==> src/rtl/lcm_pkg.sv <==
package lcm_pkg;

    // Arming controller states
    typedef enum logic [1:0] {
        ST_IDLE  = 2'd0,
        ST_FILL  = 2'd1,
        ST_ARMED = 2'd2
    } mon_state_e;

    // Violations found on one accepted bit
    typedef struct packed {
        logic run;
        logic disp;
    } viol_t;

endpackage

==> src/rtl/lcm_window.sv <==
module lcm_window #(
    parameter int WIN_BITS = 20,
    parameter int DISP_W   = $clog2(WIN_BITS + 1) + 1
) (
    input  logic                     clk,
    input  logic                     rst_n,
    input  logic                     shift_en,
    input  logic                     bit_in,
    input  logic                     win_full,
    output logic signed [DISP_W-1:0] disp_nxt,
    output logic signed [DISP_W-1:0] disp_q
);

    localparam logic signed [DISP_W-1:0] P_ONE  = DISP_W'(1);
    localparam logic signed [DISP_W-1:0] N_ONE  = -P_ONE;
    localparam logic signed [DISP_W-1:0] S_ZERO = '0;

    logic [WIN_BITS-1:0]       hist_q;
    logic signed [DISP_W-1:0]  enter_w;
    logic signed [DISP_W-1:0]  leave_w;

    // Oldest bit sits at the top once the window is full
    always_comb begin
        enter_w  = bit_in ? P_ONE : N_ONE;
        if (win_full) begin
            leave_w = hist_q[WIN_BITS-1] ? P_ONE : N_ONE;
        end else begin
            leave_w = S_ZERO;
        end
        disp_nxt = disp_q + enter_w - leave_w;
    end

    generate
        if (WIN_BITS == 1) begin : g_single
            always_ff @(posedge clk or negedge rst_n) begin
                if (!rst_n) begin
                    hist_q <= '0;
                end else if (shift_en) begin
                    hist_q <= bit_in;
                end
            end
        end else begin : g_shift
            always_ff @(posedge clk or negedge rst_n) begin
                if (!rst_n) begin
                    hist_q <= '0;
                end else if (shift_en) begin
                    hist_q <= {hist_q[WIN_BITS-2:0], bit_in};
                end
            end
        end
    endgenerate

    always_ff @(posedge clk or negedge rst_n) begin
        if (!rst_n) begin
            disp_q <= S_ZERO;
        end else if (shift_en) begin
            disp_q <= disp_nxt;
        end
    end

endmodule

==> src/rtl/lcm_run.sv <==
module lcm_run #(
    parameter int RUN_LIM = 5,
    parameter int RUN_W   = $clog2(RUN_LIM + 2)
) (
    input  logic clk,
    input  logic rst_n,
    input  logic shift_en,
    input  logic bit_in,
    input  logic first,
    output logic run_viol
);

    localparam logic [RUN_W-1:0] RUN_MAX = RUN_W'(RUN_LIM + 1);
    localparam logic [RUN_W-1:0] RUN_LEG = RUN_W'(RUN_LIM);
    localparam logic [RUN_W-1:0] RUN_ONE = RUN_W'(1);

    logic             prev_q;
    logic [RUN_W-1:0] run_q;
    logic [RUN_W-1:0] run_nxt;

    // Restart on a change, saturate one past the legal limit
    always_comb begin
        if (first || (bit_in != prev_q)) begin
            run_nxt = RUN_ONE;
        end else if (run_q == RUN_MAX) begin
            run_nxt = RUN_MAX;
        end else begin
            run_nxt = run_q + RUN_ONE;
        end
        run_viol = (run_nxt > RUN_LEG);
    end

    always_ff @(posedge clk or negedge rst_n) begin
        if (!rst_n) begin
            prev_q <= 1'b0;
            run_q  <= '0;
        end else if (shift_en) begin
            prev_q <= bit_in;
            run_q  <= run_nxt;
        end
    end

endmodule

==> src/rtl/lcm_symcnt.sv <==
module lcm_symcnt #(
    parameter int SYM_BITS = 10,
    parameter int SYM_W    = (SYM_BITS > 1) ? $clog2(SYM_BITS) : 1
) (
    input  logic clk,
    input  logic rst_n,
    input  logic shift_en,
    output logic sym_edge
);

    generate
        if (SYM_BITS == 1) begin : g_every
            always_ff @(posedge clk or negedge rst_n) begin
                if (!rst_n) begin
                    sym_edge <= 1'b0;
                end else begin
                    sym_edge <= shift_en;
                end
            end
        end else begin : g_count
            localparam logic [SYM_W-1:0] LAST = SYM_W'(SYM_BITS - 1);
            logic [SYM_W-1:0] pos_q;
            always_ff @(posedge clk or negedge rst_n) begin
                if (!rst_n) begin
                    pos_q    <= '0;
                    sym_edge <= 1'b0;
                end else begin
                    sym_edge <= shift_en && (pos_q == LAST);
                    if (shift_en) begin
                        pos_q <= (pos_q == LAST) ? '0 : pos_q + SYM_W'(1);
                    end
                end
            end
        end
    endgenerate

endmodule

==> src/rtl/lcode_mon.sv <==
module lcode_mon
    import lcm_pkg::*;
#(
    parameter int WIN_BITS = 20,
    parameter int DISP_LIM = 2,
    parameter int RUN_LIM  = 5,
    parameter int SYM_BITS = 10,
    parameter int DISP_W   = $clog2(WIN_BITS + 1) + 1
) (
    input  logic                     clk,
    input  logic                     rst_n,
    input  logic                     bit_vld,
    input  logic                     bit_in,
    input  logic                     clr_sticky,
    output logic signed [DISP_W-1:0] disp_o,
    output logic                     run_err,
    output logic                     disp_err,
    output logic                     err_pulse,
    output logic                     sym_edge
);

    localparam int FILL_W = $clog2(WIN_BITS + 1);
    localparam logic [FILL_W-1:0]        FILL_LAST = FILL_W'(WIN_BITS - 1);
    localparam logic signed [DISP_W-1:0] LIM_P     = DISP_W'(DISP_LIM);
    localparam logic signed [DISP_W-1:0] LIM_N     = -LIM_P;

    mon_state_e               state_q;
    mon_state_e               state_nxt;
    logic [FILL_W-1:0]        fill_q;
    logic signed [DISP_W-1:0] disp_nxt;
    logic                     run_viol;
    viol_t                    viol;

    lcm_window #(
        .WIN_BITS (WIN_BITS),
        .DISP_W   (DISP_W)
    ) u_window (
        .clk      (clk),
        .rst_n    (rst_n),
        .shift_en (bit_vld),
        .bit_in   (bit_in),
        .win_full (state_q == ST_ARMED),
        .disp_nxt (disp_nxt),
        .disp_q   (disp_o)
    );

    lcm_run #(
        .RUN_LIM (RUN_LIM)
    ) u_run (
        .clk      (clk),
        .rst_n    (rst_n),
        .shift_en (bit_vld),
        .bit_in   (bit_in),
        .first    (state_q == ST_IDLE),
        .run_viol (run_viol)
    );

    lcm_symcnt #(
        .SYM_BITS (SYM_BITS)
    ) u_sym (
        .clk      (clk),
        .rst_n    (rst_n),
        .shift_en (bit_vld),
        .sym_edge (sym_edge)
    );

    // Next-state: first_bit, window_full, hold
    always_comb begin
        state_nxt = state_q;
        unique case (state_q)
            ST_IDLE: begin
                if (bit_vld) begin
                    state_nxt = (WIN_BITS == 1) ? ST_ARMED : ST_FILL;
                end
            end
            ST_FILL: begin
                if (bit_vld && (fill_q == FILL_LAST)) begin
                    state_nxt = ST_ARMED;
                end
            end
            ST_ARMED: begin
                state_nxt = ST_ARMED;
            end
            default: begin
                state_nxt = ST_IDLE;
            end
        endcase
    end

    // Violations of the bit accepted this cycle
    always_comb begin
        viol.run  = bit_vld && run_viol;
        viol.disp = bit_vld && (state_nxt == ST_ARMED) &&
                    ((disp_nxt > LIM_P) || (disp_nxt < LIM_N));
    end

    // State register with fill count
    always_ff @(posedge clk or negedge rst_n) begin
        if (!rst_n) begin
            state_q <= ST_IDLE;
            fill_q  <= '0;
        end else begin
            state_q <= state_nxt;
            if (bit_vld && (state_q != ST_ARMED)) begin
                fill_q <= fill_q + FILL_W'(1);
            end
        end
    end

    // Flag outputs
    always_ff @(posedge clk or negedge rst_n) begin
        if (!rst_n) begin
            run_err   <= 1'b0;
            disp_err  <= 1'b0;
            err_pulse <= 1'b0;
        end else begin
            err_pulse <= viol.run || viol.disp;
            run_err   <= (run_err && !clr_sticky) || viol.run;
            disp_err  <= (disp_err && !clr_sticky) || viol.disp;
        end
    end

endmodule

==> config.mk <==
export PLATFORM = sky130hd
export DESIGN_NAME = lcode_mon
export DESIGN_NICKNAME = d
export VERILOG_FILES = /design/src/rtl/lcm_pkg.sv /design/src/rtl/lcm_window.sv /design/src/rtl/lcm_run.sv /design/src/rtl/lcm_symcnt.sv /design/src/rtl/lcode_mon.sv
export SDC_FILE = /design/constraint.sdc
export NUM_CORES = 1
export LEC_CHECK = 0
export ABC_AREA = 0
export BUFFER_PORTS_ARGS = -buffer_cell sky130_fd_sc_hd__buf_2
export CAP_MARGIN = 20
export CORE_MARGIN = 1.5
export CORE_UTILIZATION = 43
export DETAILED_ROUTE_END_ITERATION = 8
export GPL_TIMING_DRIVEN = 0
export HOLD_SLACK_MARGIN = 0.12
export SKIP_CTS_REPAIR_TIMING = 1
export SLEW_MARGIN = 40
export SYNTH_ARGS = -nofsm -noshare
export SYNTH_HDL_FRONTEND = slang
export SYNTH_SLANG_ARGS = --single-unit
==> constraint.sdc <==
create_clock -name clk -period 4.51 [get_ports clk]
set_input_delay 0.902 -clock clk [delete_from_list [all_inputs] [get_ports clk]]
set_output_delay 0.902 -clock clk [all_outputs]
set_load 0.1 [all_outputs]
After elaboration in Yosys (flattened, before gate mapping)
Index checks and enable logic that the tools add are counted.
{"block": "totals", "reg_bits": 45, "wordCells": 51, "out_inout_bits": 10}
{"block": "op_classes", "reduce_logical": 15, "n_addsub": 5, "mux": 9, "n_eq_ne": 8, "n_lt_le_gt_ge": 3}
{"op": "$mux 6", "n": 3}
{"op": "$logic_and 1x1->1", "n": 8}
{"op": "$add 6x6->6", "n": 1}
{"op": "$gt 6x3->1 const B", "n": 1}
{"op": "$lt 6x2->1 const B", "n": 1}
{"op": "$mux 3", "n": 2}
{"op": "$pmux 2 s3", "n": 1}
{"op": "$sub 6x6->6", "n": 1}
{"op": "$add 5x1->5 const B", "n": 1}
{"op": "$eq 5x5->1 const B", "n": 1}
{"op": "$logic_or 1x1->1", "n": 5}
{"op": "$add 4x1->4 const B", "n": 1}
{"op": "$eq 2x2->1 const B", "n": 2}
{"op": "$eq 4x4->1 const B", "n": 1}
{"op": "$mux 2", "n": 2}
{"op": "$mux 4", "n": 1}
{"op": "$add 3x1->3 const B", "n": 1}
{"op": "$eq 3x3->1 const B", "n": 1}
{"op": "$gt 3x3->1 const B", "n": 1}
{"op": "$eq 2x1->1 const B", "n": 1}
{"op": "$logic_not 2->1", "n": 1}
{"op": "$ne 2x2->1 const B", "n": 1}
{"op": "$logic_not 1->1", "n": 1}
{"op": "$ne 1x1->1", "n": 1}

Longest topological paths before layout
Gate-level depths: netlist of the first run.
{"block": "logic_depth", "depth_word": 8, "ltp_mapped": 12}

By module
A second synthesis of the first run with hierarchy kept.
{"block": "hier_totals", "hier_cells": 178, "area_unflattened_um2": 2227.1}
{"module": "lcm_window", "cells_each": 97, "area_per_inst_um2": 1297.5, "n_inst": 1}
{"module": "lcode_mon", "cells_each": 40, "area_per_inst_um2": 480.5, "n_inst": 1}
{"module": "lcm_run", "cells_each": 23, "area_per_inst_um2": 236.5, "n_inst": 1}
{"module": "lcm_symcnt", "cells_each": 18, "area_per_inst_um2": 212.7, "n_inst": 1}

Worst setup path after synthesis of the first run
No wires, ideal clock.
{"block": "synth_path", "path_type": "input-to-reg", "from": "input port bit_in", "to": "register disp_err", "stages": 8, "path_buffers": 0, "setup_slack_ns": 1.395, "t_required_ns": 4.418, "arrival_ns": 3.023, "path_cell_list": "ha_1 -> ha_1 -> or2_2 -> ha_1 -> a21o_1 -> or3_4 -> a221o_1 -> o221ai_1"}
{"block": "synth_via", "elab_chain_len": 7, "elab_cells_between_ends": 8, "cone_classes": "add/sub (2); order compare (2); mux (1); reduce/logical (3)"}
{"element": "from (decl)", "line": "lcode_mon.sv:13", "source": "input logic bit_in,"}
{"element": "$mux 6 *", "line": "lcm_window.sv:24", "source": "enter_w = bit_in ? P_ONE : N_ONE;"}
{"element": "$add 6x6->6 *", "line": "lcm_window.sv:30", "source": "disp_nxt = disp_q + enter_w - leave_w;"}
{"element": "$sub 6x6->6 *", "line": "lcm_window.sv:30"}
{"element": "$gt 6x3->1 / $lt 6x2->1 (equally long branches)", "line": "lcode_mon.sv:94", "source": "((disp_nxt > LIM_P) || (disp_nxt < LIM_N));"}
{"element": "$logic_or 1x1->1 *", "line": "lcode_mon.sv:94"}
{"element": "$logic_and 1x1->1 *", "line": "lcode_mon.sv:93", "source": "viol.disp = bit_vld && (state_nxt == ST_ARMED) &&"}
{"element": "$logic_or 1x1->1 *", "line": "lcode_mon.sv:119", "source": "disp_err <= (disp_err && !clr_sticky) || viol.disp;"}
{"element": "to (signal assigned)", "line": "lcode_mon.sv:119"}
{"element": "to (decl)", "line": "lcode_mon.sv:17", "source": "output logic disp_err,"}
Every way passes the cells marked *; elsewhere a longest branch is shown, timed or not.
A chain may end at the register's enable or synchronous reset.

Worst setup path in the final report of the first run
{"block": "layout_path", "from": "register state_q[0]", "to": "register disp_err"}
{"block": "layout_via", "elab_chain_len": 7, "elab_cells_between_ends": 15, "cone_classes": "add/sub (1); order compare (2); eq/ne (3); mux (4); reduce/logical (5)"}
{"element": "from (decl)", "line": "lcode_mon.sv:27", "source": "mon_state_e state_q;"}
{"element": "from (signal assigned)", "line": "lcode_mon.sv:103", "source": "state_q <= state_nxt;"}
{"element": "$eq 2x2->1", "line": "lcode_mon.sv:42, lcode_mon.sv:70"}
{"element": "$mux 6", "line": "lcm_window.sv:25", "source": "if (win_full) begin"}
{"element": "$sub 6x6->6", "line": "lcm_window.sv:30"}
{"element": "$gt 6x3->1 / $lt 6x2->1 (equally long branches)", "line": "lcode_mon.sv:94"}
{"element": "$logic_or 1x1->1", "line": "lcode_mon.sv:94"}
{"element": "$logic_and 1x1->1 *", "line": "lcode_mon.sv:93"}
{"element": "$logic_or 1x1->1 *", "line": "lcode_mon.sv:119"}
Marked as above.

==> results of run 1 <==
cell usage after synthesis (all sizes together) (2+ instances only):
cell	n	area [µm²]
nor3b	3	22.52
buf	2	8.750
clkbuf	3	11.26
nand2	7	26.28
inv	13	48.80
nand4	2	12.51
xor2	5	43.79
nor2b	2	12.51
nand2b	3	18.77
a21oi	6	30.03
xnor2	8	70.07
nor3	2	10.01
nor2	11	41.29
o21ai	7	35.03
or2	3	18.77
dfrtp	44	1101
ha	15	187.7
mux2	24	270.3
a21o	3	22.52
o211ai	3	27.52
or3	2	17.52
area by class of cell:
type / count / area, µm²
Buffer: 5 / 20.02
Clock buffer: 5 / 68.82
Clock inverter: 3 / 42.54
Fill cell: 448 / 2352
Inverter: 13 / 48.80
Multi-Input combinational cell: 121 / 996.0
Sequential cell: 44 / 1101
Tap cell: 67 / 83.83
Timing Repair Buffer: 14 / 72.57
placed cells by master, fill, tap and decap left out, types with 3 or more instances in the layout:
cell type and n:
or2_2 3, ha_1 15, nor2_1 11, xnor2_1 8, clkbuf_8 5, nand2b_1 3, mux2_2 24, inv_1 13
buf_2 14, nor3b_1 3, a21o_1 3, xor2_1 5, dfrtp_1 44, nand2_1 7, o21ai_0 7, a21oi_1 6
clkbuf_1 3
state kept, by name (all words and copies together), names as in the netlist:
name                 flops
u_sym.sym_edge           1
err_pulse                1
fill_q                   5
run_err                  1
u_window.hist_q         20
u_window.disp_q          6
state_q                  2
u_sym.g_count.pos_q      4
u_run.run_q              3
disp_err                 1
worst max-delay path: stages, from the launching register on:
cell      delay (ns)
dfrtp_1         0.42
nand2b_1        0.21
or2_2           0.31
inv_1           0.06
ha_1            0.29
ha_1            0.31
ha_1            0.36
xor2_1          0.31
o21ai_0         0.18
o311ai_0        0.53
o221ai_1        0.17
logic make-up after synthesis:
group                      Yosys count  synth area share, %
AOI/OAI and AO/OA                   29                8.955
DFF                                 44                50.84
muxes                               25                12.94
adders and majority gates           16                9.590
and+or+nand+nor                     38                9.244
xor gates and xnor gates            13                5.257
buffers and inverters               18                3.177
power groups by stage:
| stage | Clock (mW) | Sequential [mW] | Combinational [mW] |
|---|---|---|---|
| global route | 0.332 | 0.701 | 0.933 |
| floorplan | 0 | 0.893 | 0.470 |
| finish | 0.300 | 0.672 | 0.857 |
| detailed placement | 0 | 0.681 | 0.858 |
| CTS | 0.311 | 0.673 | 0.862 |
| global placement | 0 | 0.669 | 0.828 |
per-layer routing:
metal	share of wire, %	GRT usage, %
met1	47	18.80
met2	50	28.27
met3	2.4	4.472
met4	0.63	4.938
met5	0	0
path summary, 6_finish.rpt:
path,to
max reg2reg,disp_err
min in group asynchronous,u_window.disp_q[5]
min reg2reg,state_q[0]
min,state_q[0]
max in group asynchronous,u_window.hist_q[13]
max,disp_err
==> summary.txt, run 1 <==
Final layout
  – # nets final: 225
  – Final Cell Area: 0.002434 mm²
  – P&R area growth vs syn: 12.36%
  – Final core occ: approximately half
  – # diodes: 0
  – Share of layout cells above drive strength 1: around a quarter
  – Non-Filler Instances: between 200 and 300

Setup path
  – Worst Path Arrival: 3.44 ns
  – Worst r2r src: state_q[0]
  – Cells on worst reg2reg path: 10
  – CP startpoint kind: flip-flop
  – Setup Crit Path Kind: reg2reg
  – FF-to-FF setup slack: between 1 and 1.5 ns
  – Endpoint type of the worst setup path: flip-flop
  – CP required: ~4.7 ns
  – Worst-path maximum fanout: 5
  – CP startpoint: state_q[0]

Power
  – Psw: roughly 800 µW
  – Clock network power share: 16.4%
  – Pwr Density: around 750 mW/mm²
  – P_leak: about 1.1 nW
  – VDD IR max: 0.4102 mV
  – P_int: slightly above 1 mW
  – Seq pwr share: between 30 and 40%
  – Comb pwr share: a little under half
  – Total power: 1.828 mW
  – Switching share of power: 43.51%

STA
  – Final Hold Viols: 0
  – Clock skew: 0.005093 ns
  – Worst setup margin: approximately 1.2 ns
  – Hold WS: 0.4838 ns
  – Worst-Margin Slew: 0.5695 ns
  – Final Setup Violations: 0
  – Max Freq: 304.6 MHz
  – Crit share post-route: ~73%
  – Setup_tns: 0 ns
  – Slew HR: 62.03%
  – Unrepaired setup endpoints after global routing: no
  – Max Slew Vio Count: 0
  – Min Tclk post-route: around 3.3 ns

Route
  – # DRC: 0
  – Antenna-violating nets left: 0
  – Via Count: ~1400
  – Routed length per instance: around 13 µm
  – Final WL: about 3700 µm
  – Detailed Route Iter0 Violations: 27
  – Vias/cell: 5.077
  – TritonRoute pass-1 iters: 4

Synth
  – Share of synthesized registers carrying an async set or reset: between 90% and 100%
  – Post-synth top flop: dfrtp_1
  – Number of library cell types mapped by synthesis: 39
  – Netlist area before placement: roughly 0.0022 mm²
  – Gate Count Post-Synth: between 150 and 200
  – Synth warnings: 0
  – Seq cells post-synth: 44
  – Syn_area_per_cell: ~12 µm²
  – Mapped Nets: ~200
  – EDFF count, synth: 0
  – Sequential fraction of the synthesis area: 50.84%

Clocking
  – CTS buffer count: 5
  – Sink Count: 44
  – CTS tree: done
  – Root buffer cell: clkbuf_8
  – H-tree Lvls: 2
  – Clk Latency, worst-skew pair: approximately 0.29 ns
  – Register clock-pin slew on the reported worst setup and hold paths: ~0.090 ns
  – Clock Tree Buf Depth: 2

Global route
  – First-pass GRT wire length: about 6500 µm
  – Total gr overflow: 0
  – Initial antenna violation count: 0
  – Pin count of the biggest net entering global routing: 45
  – GRT Total Usage: between 10% and 20%
  – Vias in the first global route: ~1500

Min path
  – Worst hold path depth: 1
  – Hold path start: state_q[1]
  – Hold Path Class: reg2reg

Placed design
  – IO buf count: 14
  – Post-DP HPWL: 2688 µm
  – DP Worst Slack: roughly 1.1 ns
  – Area after DPL: around 0.0023 mm²
  – GPL Wtd Cong: 0.8787
  – Placed cells: about 260

Die
  – Die area: about 0.0055 mm²
  – Die width: about 74 µm
  – Initial core utilization: between 40% and 50%
  – I/O Pins: 15
  – Chip Height: about 74 µm
  – FP Rows: 25
  – Core area: roughly 0.0048 mm²

Job
  – Max_cap viols: 0

Run status
  – Outcome: complete, no violations
Note: power is estimated with default switching activity, not from simulation.
==> run 2, diff against run 1 <==
Clock period 4.51 ns to 3.1 ns, I/O delays scaled along.
==> run 2 against run 1 <==
Total power rose by 52%; final area grew 3.3%; non-clock buffer count increased by 1; sequential cell count unchanged; global-route usage unchanged; largest power group unchanged; highest routed layer unchanged.
==> summary.txt, run 2 (same netlist as run 1, synthesis figures left out) <==
Global route
  – Met1 Use GR: 18.80%
  – First-pass GRT wire length: around 6500 µm
  – Initial antenna violation count: 0
  – Gr busiest metal: met2
  – Vias in the first global route: around 1500
  – Met3 Use GR: ~4.5%
  – Global-route met2 utilization: 28.27%
  – GRT Total Usage: 15.99%
  – Total gr overflow: 0
  – Pin count of the biggest net entering global routing: 45

Placed design
  – Placed cells: approximately 260
  – IO buf count: 14
  – Post-DP HPWL: about 2700 µm
  – GPL Wtd Cong: about 0.9

Setup path
  – Endpoint type of the worst setup path: flip-flop
  – Worst-path maximum fanout: 4
  – CP required: around 3.3 ns
  – Max incr delay on CP: between 0.3 and 0.4 ns
  – Crit-path cells: nand2b_4 -> or2_2 -> inv_1 -> ha_4 -> ha_1 -> or2_2 -> ha_4 -> nor2_1 -> a21oi_2 -> mux2_2 -> a221o_1 -> o221ai_1
  – Worst Path Arrival: between 3 and 4 ns
  – Setup Crit Path Kind: reg2reg
  – CP startpoint kind: flip-flop
  – Slowest-stage cell, CP: dfrtp_1

Clocking
  – Root buffer cell: clkbuf_8
  – Register clock-pin slew on the reported worst setup and hold paths: approximately 0.09 ns
  – Sink Count: 44
  – CTS tree: done
  – Clk Latency, worst-skew pair: 0.30 ns
  – H-tree Lvls: 2
  – CTS buffer count: 5
  – Clock Tree Buf Depth: 2

Power
  – VDD IR max: ~0.6 mV
  – Pwr Density: between 1000 and 1500 mW/mm²
  – P_leak: between 1 and 1.5 nW

Run status
  – Outcome: complete, no violations

Final layout
  – # diodes: 0
  – Most frequent cells in the layout: dfrtp_1, mux2_2, buf_2
  – Largest register FFs: 20
  – Final core occ: a little over half
  – P&R area growth vs syn: 16.12%
  – Commonest non-fill, non-tap cell in the layout: dfrtp_1
  – # nets final: around 230
  – Largest Register: u_window.hist_q
  – Largest registers: u_window.hist_q (20), u_window.disp_q (6), fill_q (5)
  – Fillers: ~440
  – Non-Filler Instances: approximately 270
  – Share of layout cells above drive strength 1: between 30% and 40%

STA
  – Min Tclk post-route: between 3 and 4 ns
  – Slew HR: 62.26%
  – Max Slew Vio Count: 0
  – Worst-Margin Slew: 0.5661 ns
  – Hold WS: between 0.2 and 0.3 ns
  – Final Hold Viols: 0
  – Max Freq: between 300 and 400 MHz
  – Setup_tns: 0 ns
  – Crit share post-route: 97.28%
  – Clock skew: 0.007047 ns
  – Final Setup Violations: 0

Job
  – Max_cap viols: 0

Route
  – Antenna-violating nets left: 0
  – TritonRoute pass-1 iters: 4
  – Detailed Route Iter0 Violations: 17
  – Final WL: ~3800 µm
  – Via Count: between 1000 and 1500
  – # DRC: 0
  – Vias/cell: about 5.1
  – Routed length per instance: 13.99 µm

Die
  – FP Rows: 25
  – Die width: ~74 µm
  – Core area: 0.004786 mm²
  – I/O Pins: 15
  – Initial core utilization: about 45%
  – Die area: 0.005472 mm²
  – Chip Height: ~74 µm

Min path
  – Hold Path Class: in2async
run 2: cell count changes in the layout (fill, tap and decap cells not counted), moves of 3 or more:
cell and delta:
ha_4 +3, a21oi_2 +3, ha_1 -4, a21oi_1 -3
run 2: power by group:
part | switching (mW) | internal (mW)
Combinational | 0.847 | 0.523
Sequential | 0.167 | 0.808
Clock | 0.203 | 0.239
Total | 1.22 | 1.57
run 2: final timing paths:
| kind | to | depth (start not counted) | slack [ns] | from |
|---|---|---|---|---|
| max | disp_err | 12 | 0.08 | state_q[0] |
| min | u_window.disp_q[5] | 1 | 0.29 | rst_n |
| max reg2reg | disp_err | 12 | 0.08 | state_q[0] |
| min reg2reg | fill_q[4] | 1 | 0.50 | fill_q[4] |
| max in group asynchronous | u_window.hist_q[12] | 1 | 2.42 | rst_n |
| min in group clk | fill_q[4] | 1 | 0.50 | fill_q[4] |
run 2: worst max-delay path, delay by kind of cell (launching register included):
| kind | cells | cell delay [ns] |
|---|---|---|
| muxes | 1 | 0.35 |
| adders and majority gates | 3 | 0.70 |
| and+or+nand+nor | 4 | 0.83 |
| AOI/OAI and AO/OA | 3 | 0.57 |
| buffers and inverters | 1 | 0.11 |
| DFF | 1 | 0.39 |
run 2: final cells by class:
type                       instances  area [µm²]  area share, %
sequential                        44        1101          43.78
inverter                          13       48.80          1.940
clock buffer                       5       68.82          2.736
timing repair buffer              15       80.08          3.184
tap                               67       83.83          3.333
multi-input combinational        121        1070          42.54
buffer                             5       20.02         0.7960
clock inverter                     3       42.54          1.692
run 2: routing by layer:
metal  routed length (µm)  part of all wire, %  up-vias
met5                    0                    0        -
met4                   66                  1.7        0
met3                  108                  2.8        8
met2                 1898                   50       16
met1                 1747                   46      692
li1                     -                    -      685
run 2: per-stage QoR:
| stage | cell area, µm² | power (mW) | worst slack (ns) |
|---|---|---|---|
| 3_5_place_dp | 2322 | 2.239 | -0.1848 |
| 5_1_grt | 2515 | 2.981 | -0.05363 |
| 3_3_place_gp | 2320 | 2.178 | -0.1447 |
| 4_1_cts | 2434 | 2.685 | -0.1937 |
| 6_report | 2515 | 2.786 | 0.08435 |
| 2_1_floorplan | 2166 | 1.984 | 0.05088 |
==> run 3, diff against run 2 <==
==> constraint.sdc (replaced) <==
create_clock -name clk -period 3.1 [get_ports clk]
set_input_delay 0.155 -clock clk [delete_from_list [all_inputs] [get_ports clk]]
set_output_delay 0.155 -clock clk [all_outputs]
set_load 0.1 [all_outputs]
==> run 3 against run 2 <==
Utilization up 0.42 points; final cell count up 0.73%; hold slack worse by 0.084 ns; worst setup slack worse by 0.0038 ns; critical path depth unchanged; die area unchanged; clock power about the same; global-route usage unchanged; sequential power about the same; final area up 0.80%; sequential cell count unchanged; maximum frequency down 0.13%.
==> summary.txt, run 3 (same netlist as run 1, synthesis figures left out) <==
Final layout
  – Multi-input logic area: roughly 0.0011 mm²
  – Register area: 0.001101 mm²
  – Commonest non-fill, non-tap cell in the layout: dfrtp_1
  – Fillers: between 400 and 500
  – Largest register FFs: 20
  – Final core occ: 52.97%
  – Largest Register: u_window.hist_q
  – # diodes: 0
  – # nets final: 228
  – Most frequent cells in the layout: dfrtp_1, mux2_2, buf_2
  – P&R area growth vs syn: 17.04%
  – Share of layout cells above drive strength 1: between 30% and 40%
  – Largest registers: u_window.hist_q (20), u_window.disp_q (6), fill_q (5)

Setup path
  – Slowest-stage cell, CP: dfrtp_1
  – Worst-path maximum fanout: 4
  – CP startpoint kind: flip-flop
  – Crit-path cells: nand2b_4 -> or2_2 -> inv_1 -> ha_4 -> ha_1 -> or2_2 -> ha_4 -> nor2_1 -> a21oi_2 -> mux2_2 -> a221o_1 -> o221ai_1
  – CP top delay family: simple AND/OR/NAND/NOR gates
  – Setup Crit Path Kind: reg2reg
  – Endpoint type of the worst setup path: flip-flop
  – Max incr delay on CP: about 0.39 ns
  – Worst Path Arrival: between 3 and 4 ns
  – Crit path buffers/inverters: 1
  – CP required: around 3.3 ns

Route
  – # DRC: 0
  – Vias/cell: approximately 5.1
  – Via Count: approximately 1400
  – Routed length per instance: 13.92 µm
  – TritonRoute pass-1 iters: 4
  – Final WL: between 3000 and 4000 µm
  – Detailed Route Iter0 Violations: 18
  – Antenna-violating nets left: 0

Global route
  – Vias in the first global route: about 1500
  – Global-route met2 utilization: between 20% and 30%
  – Total gr overflow: 0
  – Met1 Use GR: 18.80%
  – First-pass GRT wire length: 6541 µm
  – Met3 Use GR: 4.472%
  – GRT Total Usage: 15.99%
  – Gr busiest metal: met2
  – Initial antenna violation count: 0
  – Pin count of the biggest net entering global routing: 45

Placed design
  – IO buf count: 14
  – Post-DP HPWL: approximately 2700 µm
  – DP Worst Slack: -0.1848 ns
  – GPL Wtd Cong: 0.8787

STA
  – Final Setup Violations: 0
  – Clock skew: about 0.007 ns
  – Max Freq: 331.2 MHz
  – Slew HR: around 62%
  – Hold WS: roughly 0.21 ns
  – Final Hold Viols: 0
  – Worst setup margin: a little over 0.08 ns
  – Crit share post-route: between 90% and 100%
  – Setup_tns: 0 ns
  – Worst-Margin Slew: ~0.57 ns
  – Max Slew Vio Count: 0
  – Min Tclk post-route: about 3.0 ns

Die
  – Initial core utilization: a little under half
  – Chip Height: 73.97 µm
  – I/O Pins: 15
  – Core area: ~0.0048 mm²
  – Die width: around 74 µm
  – FP Rows: 25
  – Die area: about 0.0055 mm²

Clocking
  – Clk Latency, worst-skew pair: around 0.29 ns
  – Root buffer cell: clkbuf_8
  – Sink Count: 44
  – Register clock-pin slew on the reported worst setup and hold paths: roughly 0.090 ns
  – H-tree Lvls: 2
  – Clock Tree Buf Depth: 2
  – CTS buffer count: 5
  – CTS tree: done

Power
  – Pwr Density: about 1100 mW/mm²
  – Total power: 2.785 mW
  – P_leak: about 1.1 nW
  – VDD IR max: between 0.6 and 0.7 mV

Min path
  – Hold Path Class: in2reg

Run status
  – Outcome: complete, no violations

Job
  – Max_cap viols: 0
-- run 3: worst reg2reg max path, delay by kind of cell, from the launching register on --
kind | cells | cell delay [ns]
flops | 1 | 0.39
buf+inv | 1 | 0.11
compound gates | 3 | 0.57
mux | 1 | 0.36
simple gates | 4 | 0.83
fa+ha+maj | 3 | 0.70
-- run 3: final cells by class --
class | count | share of cell area (%)
Buffer | 5 | 0.7897
Clock buffer | 5 | 2.715
Clock inverter | 3 | 1.678
Inverter | 13 | 1.925
Tap cell | 67 | 3.307
Multi-Input combinational cell | 121 | 42.20
Timing Repair Buffer | 17 | 3.949
Sequential cell | 44 | 43.44
-- run 3: report_power, final --
group          internal, mW  total [mW]  switching (mW)
Combinational         0.525        1.37           0.846
Clock                 0.239       0.440           0.201
Sequential            0.808       0.974           0.167
Total                  1.57        2.79            1.21
-- run 3: path summary, 6_finish.rpt --
check / from / end / slack [ns] / cells after the start
min in group asynchronous: rst_n / u_window.disp_q[5] / 0.37 / 2
worst min register to register: fill_q[4] / fill_q[4] / 0.50 / 1
worst max-delay path: state_q[0] / disp_err / 0.08 / 12
worst min-delay path: bit_in / u_window.hist_q[0] / 0.21 / 2
max in group asynchronous: rst_n / u_window.hist_q[12] / 2.34 / 2
worst max register to register: state_q[0] / disp_err / 0.08 / 12
-- run 3: per-layer routing --
metal	vias up	wire [µm]
met4	0	42
li1	689	-
met1	694	1747
met3	6	110
met5	-	0
met2	17	1929
-- run 3: metrics by stage --
stage                     instances  instance area [µm²]
after CTS                       272                 2434
after detailed placement        264                 2322
after floorplan                 183                 2166
final                           275                 2535
after global placement          264                 2320
after global routing            275                 2535
